`config.mk`:
```
export PLATFORM = sky130hd
export DESIGN_NAME = spi_reg_slave
export DESIGN_NICKNAME = d
export VERILOG_FILES = /design/src/rtl/spi_reg_pkg.sv /design/src/rtl/spi_in_sync.sv /design/src/rtl/spi_reg_array.sv /design/src/rtl/spi_reg_ctrl.sv /design/src/rtl/spi_reg_slave.sv
export SDC_FILE = /design/constraint.sdc
export NUM_CORES = 1
export LEC_CHECK = 0
export CAP_MARGIN = 10
export CORE_MARGIN = 5
export CORE_UTILIZATION = 50
export DETAILED_ROUTE_END_ITERATION = 6
export PLACE_DENSITY = 0.65
export SLEW_MARGIN = 40
export SYNTH_ARGS = -nofsm -noshare
export SYNTH_HDL_FRONTEND = slang
export SYNTH_SLANG_ARGS = --single-unit
```
`constraint.sdc`:
```
create_clock -name clk -period 4.2 [get_ports clk]
set_clock_uncertainty 0.15 [all_clocks]
set_input_delay 0.42 -clock clk [delete_from_list [all_inputs] [get_ports clk]]
set_output_delay 0.42 -clock clk [all_outputs]
set_load 0.03 [all_outputs]
```
`src/rtl/spi_reg_pkg.sv`:
```
package spi_reg_pkg;
  typedef enum logic {
    PH_CMD  = 1'b0,
    PH_DATA = 1'b1
  } phase_t;
endpackage

```
`src/rtl/spi_in_sync.sv`:
```
module spi_in_sync #(
  parameter int STAGES = 2
) (
  input  logic clk,
  input  logic rst,
  input  logic sck,
  input  logic ss_n,
  input  logic mosi,
  output logic ss_act,
  output logic sck_rise,
  output logic sck_fall,
  output logic mosi_s
);
  localparam int LAST = STAGES - 1;

  logic [STAGES-1:0] sck_q, ss_q, mosi_q;
  logic              sck_d;

  always_ff @(posedge clk) begin
    if (rst) begin
      sck_q  <= '0;
      ss_q   <= '1;
      mosi_q <= '0;
      sck_d  <= 1'b0;
    end else begin
      sck_q  <= {sck_q[STAGES-2:0], sck};
      ss_q   <= {ss_q[STAGES-2:0], ss_n};
      mosi_q <= {mosi_q[STAGES-2:0], mosi};
      sck_d  <= sck_q[LAST];
    end
  end

  assign ss_act   = ~ss_q[LAST];
  assign sck_rise = sck_q[LAST] & ~sck_d;
  assign sck_fall = ~sck_q[LAST] & sck_d;
  assign mosi_s   = mosi_q[LAST];
endmodule

```
`src/rtl/spi_reg_array.sv`:
```
module spi_reg_array #(
  parameter int AW = 6,
  parameter int DW = 8
) (
  input  logic          clk,
  input  logic          we,
  input  logic [AW-1:0] waddr,
  input  logic [DW-1:0] wdata,
  input  logic          re,
  input  logic [AW-1:0] raddr,
  output logic [DW-1:0] rdata
);
  localparam int DEPTH = 1 << AW;

  logic [DW-1:0] mem [DEPTH];

  always_ff @(posedge clk) begin
    if (we) mem[waddr] <= wdata;
    if (re) rdata <= mem[raddr];
  end
endmodule

```
`src/rtl/spi_reg_ctrl.sv`:
```
module spi_reg_ctrl
  import spi_reg_pkg::*;
#(
  parameter int AW = 6,
  parameter int DW = 8
) (
  input  logic          clk,
  input  logic          rst,
  input  logic          ss_act,
  input  logic          sck_rise,
  input  logic          sck_fall,
  input  logic          mosi_s,
  output logic          we,
  output logic [AW-1:0] waddr,
  output logic [DW-1:0] wdata,
  output logic          re,
  output logic [AW-1:0] raddr,
  input  logic [DW-1:0] rdata,
  output logic          miso_o
);
  localparam int BW       = $clog2(DW);
  localparam int DIR_BIT  = DW - 1;
  localparam int STEP_BIT = DW - 2;
  localparam logic [AW-1:0] TOP_ADDR = '1;

  phase_t        phase;
  logic [BW-1:0] bit_cnt;
  logic [DW-1:0] rx_sh, tx_sh;
  logic          dir_wr, step_en, load_q;
  logic [AW-1:0] cur_addr;

  logic [DW-1:0] rx_next;
  logic          byte_done;
  logic [AW-1:0] step_addr;

  assign rx_next   = {rx_sh[DW-2:0], mosi_s};
  assign byte_done = ss_act && sck_rise && (bit_cnt == BW'(DW - 1));
  assign step_addr = step_en ? cur_addr + 1'b1 : cur_addr;

  always_comb begin
    we    = byte_done && (phase == PH_DATA) && dir_wr;
    waddr = cur_addr;
    wdata = rx_next;
    if (phase == PH_CMD) begin
      re    = byte_done && !rx_next[DIR_BIT];
      raddr = rx_next[AW-1:0];
    end else begin
      re    = byte_done && !dir_wr;
      raddr = step_addr;
    end
  end

  always_ff @(posedge clk) begin
    if (rst) begin
      dir_wr   <= 1'b0;
      step_en  <= 1'b0;
      cur_addr <= '0;
    end else if (ss_act && byte_done) begin
      if (phase == PH_CMD) begin
        dir_wr   <= rx_next[DIR_BIT];
        step_en  <= rx_next[STEP_BIT];
        cur_addr <= rx_next[AW-1:0];
      end else begin
        cur_addr <= step_addr;
      end
    end
  end

  always_ff @(posedge clk) begin
    if (rst || !ss_act) begin
      phase   <= PH_CMD;
      bit_cnt <= '0;
      rx_sh   <= '0;
      tx_sh   <= '0;
      load_q  <= 1'b0;
      miso_o  <= 1'b0;
    end else begin
      load_q <= re;
      if (sck_rise) begin
        rx_sh   <= rx_next;
        bit_cnt <= byte_done ? '0 : bit_cnt + 1'b1;
      end
      if (byte_done && phase == PH_CMD) phase <= PH_DATA;
      if (load_q) begin
        tx_sh <= rdata;
      end else if (sck_fall && phase == PH_DATA && !dir_wr) begin
        miso_o <= tx_sh[DW-1];
        tx_sh  <= {tx_sh[DW-2:0], 1'b0};
      end
    end
  end

  p_miso_idle_r5: assert property (@(posedge clk) disable iff (rst)
    !ss_act |=> !miso_o);

  p_miso_hold_r4: assert property (@(posedge clk) disable iff (rst)
    (ss_act && !sck_fall) |=> $stable(miso_o));

  p_wrap_r7: assert property (@(posedge clk) disable iff (rst)
    (we && step_en && cur_addr == TOP_ADDR) |=> (cur_addr == '0));

  p_partial_clear_r8: assert property (@(posedge clk) disable iff (rst)
    !ss_act |=> (bit_cnt == '0 && phase == PH_CMD));

  p_single_write_r1: assert property (@(posedge clk) disable iff (rst)
    we |=> !we);
endmodule

```
`src/rtl/spi_reg_slave.sv`:
```
module spi_reg_slave #(
  parameter int AW          = 6,
  parameter int DW          = 8,
  parameter int SYNC_STAGES = 2
) (
  input  logic clk,
  input  logic rst,
  input  logic sck,
  input  logic ss_n,
  input  logic mosi,
  output logic miso
);
  logic          ss_act, sck_rise, sck_fall, mosi_s;
  logic          we, re;
  logic [AW-1:0] waddr, raddr;
  logic [DW-1:0] wdata, rdata;

  spi_in_sync #(.STAGES(SYNC_STAGES)) u_sync (
    .clk(clk), .rst(rst), .sck(sck), .ss_n(ss_n), .mosi(mosi),
    .ss_act(ss_act), .sck_rise(sck_rise), .sck_fall(sck_fall), .mosi_s(mosi_s)
  );

  spi_reg_ctrl #(.AW(AW), .DW(DW)) u_ctrl (
    .clk(clk), .rst(rst), .ss_act(ss_act), .sck_rise(sck_rise),
    .sck_fall(sck_fall), .mosi_s(mosi_s), .we(we), .waddr(waddr),
    .wdata(wdata), .re(re), .raddr(raddr), .rdata(rdata), .miso_o(miso)
  );

  spi_reg_array #(.AW(AW), .DW(DW)) u_array (
    .clk(clk), .we(we), .waddr(waddr), .wdata(wdata),
    .re(re), .raddr(raddr), .rdata(rdata)
  );
endmodule

```
# == Yosys cells after proc, flatten, opt, wreduce, memory -nomap -nowiden ==
# Memories as Yosys holds them, arrays and structs flattened. A register that Yosys moved wholly into a read port is not among the register bits.
# Index checks and enable logic that the tools add are counted.
# word_totals
elab_cells,48
in_bits,5
mem_bits_rw,512
mem_count,1
regBits,36
out_inout_bits,1
# memory_table
memory,depth,word_bits,read_ports,rd_ports_with_merged_regs,write_ports,line_no,text
u_array.mem,64,8,1,1,1,spi_reg_array.sv:15,logic [DW-1:0] mem [DEPTH];
# op_classes
addsub,2
bitwise_logic,7
eq_ne,1
n_mux,8
n_reduce_logical,16
# op_table
op,count
two-way mux 8 bit,2
two-way mux 6 bit,2
logical AND 1 bit,10
adder 6 x 1 -> 6 bit (second input constant),1
inverter 1 bit,5
AND reduction 2 bit,2
adder 3 x 1 -> 3 bit (second input constant),1
== test 3 bit (second input constant),1
two-way mux 1 bit,3
two-way mux 3 bit,1
AND 1 bit,2
logical NOT 1 bit,2
nonzero test 2 bit,1
logical OR 1 bit,1

# == Longest topological paths before layout ==
# logic_depth
word_depth,8
mapped_depth,13
mapped_depth_nobuf,8

# == Cells and area by module ==
# A second synthesis with hierarchy kept.
# hier_totals
hier_cells,1114
hier_area_um2,21893.5
# by_module_without_submodules
module,cells_each,instances,seq_area_each_um2,area_each_um2
spi_reg_array,940,1,15615.0,20246.9
spi_reg_ctrl,157,1,580.6,1446.4
spi_in_sync,17,1,140.1,200.2

# == Least setup slack after synthesis ==
# No wires, ideal clock.
# synth_timing
kind,register to register
startpoint,reg u_sync.mosi_q[1]
endpoint,"reg u_array.rdata[3], read port of u_array.mem, data pin"
setup_time_ns,0.257
slack_ns,0.984
required_ns,3.793
synth_period_minus_slack_ns,3.216
arrival_time_ns,2.809
stages_incl_launch_ff,11
n_path_buf,3
cell_sequence,dfxtp_1 -> nor2_1 -> a21o_1 -> buf_6 -> buf_6 -> buf_2 -> a211oi_1 -> o21ai_1 -> a211oi_1 -> a31oi_1 -> o2111a_1
# synth_between
elab_chain_len,1
# synth_rtl
item,line_no,text
"start, declared",spi_in_sync.sv:16,"logic [STAGES-1:0] sck_q, ss_q, mosi_q;"
"start signal, assigned",spi_in_sync.sv:28,"mosi_q <= {mosi_q[STAGES-2:0], mosi};"
two-way mux 6 bit,spi_reg_ctrl.sv:44,if (phase == PH_CMD) begin
"end, declared",spi_reg_array.sv:11,output logic [DW-1:0] rdata
# Every way passes these cells.
# A chain may end at the register's enable or synchronous reset.

# == Worst setup path after layout ==
# layout_timing
startpoint,reg u_ctrl.phase
endpoint,"reg u_array.rdata[6], read port of u_array.mem, data pin"
# layout_between
elab_chain_len,1
word_cells_on_any_way,2
cone_classes,mux: 2
# layout_rtl
item,line_no,text
"start, declared",spi_reg_ctrl.sv:26,phase_t phase;
"start signal, assigned",spi_reg_ctrl.sv:71,phase <= PH_CMD;
"start signal, assigned",spi_reg_ctrl.sv:83,if (byte_done && phase == PH_CMD) phase <= PH_DATA;
two-way mux 6 bit or two-way mux 1 bit (tied branches),spi_reg_ctrl.sv:44,
# Several ways; a longest one is shown, not always the timed one.

==> impl_metrics.csv <==
group,metric,value,unit
layout,diodes,0,
sta,slew_viol_final,0,
power,power.density,437,nW/um2
global_route,antenna_found_initial,1,
setup_path,end_kind,"flop",
synthesis,syn_inst,1402,
setup_path,critPathMostFrequentCell,"buf_4",
sta,finalSetupViolCount,0,
synthesis,synth_cell_types,72,
hold_path,hp-class,"input pin to flop",
floorplanning,rows,77,
setup_path,r2r_cells,8,
sta,setup_tns,0,ns
clock_network,post_cts_resize_count,0,
layout,final_util,0.568,
power,ir_drop,0.000365,V
setup_path,cp_slowest_cell,"dfxtp_1",
sta,setup_slack,0.475,ns
synthesis,ys_warn_count,0,
global_route,grt_pass1_vias,12603,
synthesis,syn_area,22400,um2
setup_path,cp_top_family,"compound AO/OA/AOI/OAI gates",
synthesis,ys.flop_type,"edfxtp_1",
setup_path,critPathKind,"flop to flop",
sta,rsz0062_at_grt,"false",
synthesis,synth_area_leaders,"edfxtp_1, mux4_2, dfxtp_1, nand2_1, mux2i_1",
floorplanning,start_util,0.505,
floorplanning,die_x,221,um
power,leakage,8.38,nW
drt,firstDrtPassIters,5,
setup_path,arrival,3.92,ns
setup_path,cp_cell_sequence,"buf_4 > nor2_1 > a21oi_2 > buf_4 > a21oi_1 > or4_1 > o2111a_1 > o311a_1",
place,portBuffers,5,
drt,vias,12610,
sta,relSlewSlack,0.427,
global_route,grt-ovfl-total,0,
clock_network,cts_sinks,556,
synthesis,synth.most_common_cell,"edfxtp_1",
place,gp_congestion,0.946,
synthesis,synthesis.nets,1410,
place,pre_cts_ws,0.519,ns
layout,area_growth_syn_to_layout,12.3,%
setup_path,path_buf_inv,2,
clock_network,cts_hold_buf,0,
synthesis,yosys.area.top_type_share,0.699,
floorplanning,coreArea,44200,um2
clock_network,clk_pin_slew_worst_paths,0.06,ns
synthesis,synthArstFlopShare,0,
clock_network,cts_root_buffer,"clkbuf_16",
setup_path,crit_cells,8,
global_route,grt_usage,0.223,
global_route,grt_pass1_wl,82.2,mm
drt,wl,55.0,mm
synthesis,ys_ff_latch,556,
hold_path,min_path_cells,2,
clock_network,ctsLongestPathBuffers,3,
drt,drc,0,
drt,via_per_inst,6.05,
synthesis,yosysTopAreaCell,"edfxtp_1",
place,dp_hpwl,34.0,mm
floorplanning,io_pins,6,
layout,fin_nets,1452,
outcome,status,"completed",
setup_path,startpoint_type,"flop",
flow_run,cap_violations,0,
sta,worst_pin_slew,0.856,ns
floorplanning,die_h,221,um
drt,drt-initial-drc-count,1501,
setup_path,cp_max_fo,25,
clock_network,cts_tree,"yes",
synthesis,synth-seq-area-share,0.731,
drt,drtAntennaViolNets,0,
clock_network,cts_setup_buffers,0,
setup_path,max_stage_delay,0.80,ns
layout,layout-drive-gt1-share,0.177,
setup_path,cp_data_required_time,4.40,ns
drt,wl_per_cell,26.4,um
sta,fmax,268,MHz
layout,finalNonFillerCells,2083,
synthesis,syn_avg_cell_area,15.9,um2
synthesis,synth_common_cells,"edfxtp_1, nand2_1, nor2_1",
sta,min_period,3.73,ns
clock_network,clock_latency,0.61,ns
global_route,grt_start_max_net_pins,68,
layout,fillers,3374,
place,dpl.cell_count,1979,
synthesis,synth_edf_count,520,
floorplanning,dieArea,49000,um2
sta,fin_crit_sh,0.887,
sta,hold_viol,0,
clock_network,cts_max_level,2,
clock_network,numCtsBuffers,55,
sta,holdWs,0.233,ns
## cells by family after synthesis
logic type      count (synthesis)  share of synthesized area
buf+inv                        93                     0.0228
compound gates                187                     0.0603
mux                           144                      0.101
fa+ha+maj                       3                    0.00168
simple gates                  414                     0.0806
flops                         556                      0.731
xor+xnor                        5                    0.00230
## layout by cell type (no fill, tap or decap), types with 10 or more instances in the layout
cell,n
o21ai_0,18
dfxtp_1,28
nor2_1,97
nand3_1,55
clkinv_1,13
nand2_1,188
a32oi_1,10
a21oi_1,38
mux2i_1,69
clkbuf_16,56
a221oi_1,13
nor2_2,20
inv_1,13
nor2b_1,10
mux4_2,65
edfxtp_1,520
mux2_2,10
a211oi_1,40
a31oi_1,10
clkbuf_1,14
buf_4,52
## stage by stage
step | instance area, um2 | total power (W)
final | 25100 | 0.0110
after global routing | 25100 | 0.0113
after CTS | 25100 | 0.0110
after detailed placement | 23300 | 0.00626
after global placement | 23300 | 0.00625
after floorplan | 22400 | 0.00621
## area by class of cell
| cell class | instances | area [um2] | share of cell area |
|---|---|---|---|
| Clock inverter | 31 | 284 | 0.0113 |
| Tap cell | 592 | 741 | 0.0295 |
| Inverter | 13 | 48.8 | 0.00194 |
| Timing Repair Buffer | 65 | 601 | 0.0239 |
| Multi-Input combinational cell | 753 | 5600 | 0.223 |
| Clock buffer | 73 | 1500 | 0.0595 |
| Sequential cell | 556 | 16300 | 0.651 |
## worst reg2reg max path, delay by kind of cell, from the launching register on
family	cells	cell delay, ns
and+or+nand+nor	2	0.66
buffers and inverters	2	0.85
DFF	1	0.80
AOI/OAI and AO/OA	4	1.00
## where the power goes
| group | switching, W | internal (W) |
|---|---|---|
| clock | 0.00203 | 0.00281 |
| sequential | 0.00000168 | 0.00597 |
| combinational | 0.0000928 | 0.0000694 |
## path summary, 6_finish.rpt
check | from | end | slack, ns
worst min-delay path | ss_n | u_sync.ss_q[0]$_SDFF_PP1_ | 0.23
worst max register to register | u_ctrl.phase$_SDFFE_PP0P_ | u_array.rdata[6]$_DFFE_PP_ | 0.47
worst min register to register | u_sync.ss_q[0]$_SDFF_PP1_ | u_sync.ss_q[1]$_SDFF_PP1_ | 0.27
worst max-delay path | u_ctrl.phase$_SDFFE_PP0P_ | u_array.rdata[6]$_DFFE_PP_ | 0.47
## routing by layer
metal | vias up | share of wire | global-route usage | routed length, um
li1 | 5519 | - | - | -
met1 | 6424 | 0.41 | 0.312 | 22600
met2 | 549 | 0.47 | 0.345 | 25700
met3 | 116 | 0.084 | 0.0574 | 4620
met4 | 2 | 0.037 | 0.0801 | 2050
met5 | - | 0.00024 | 0 | 13
## sequential cells by signal, summed over array words and instances, names as in the netlist
signal	cells
u_sync.mosi_q	2
u_ctrl.rx_sh	7
u_ctrl.dir_wr	1
u_sync.sck_q	2
u_sync.ss_q	2
u_array.rdata	8
u_ctrl.bit_cnt	3
u_ctrl.step_en	1
u_ctrl.waddr	6
u_ctrl.miso_o	1
u_sync.sck_d	1
u_ctrl.tx_sh	8
u_array.mem	512
u_ctrl.phase	1
u_ctrl.load_q	1
(Power assumes the default switching activity.)
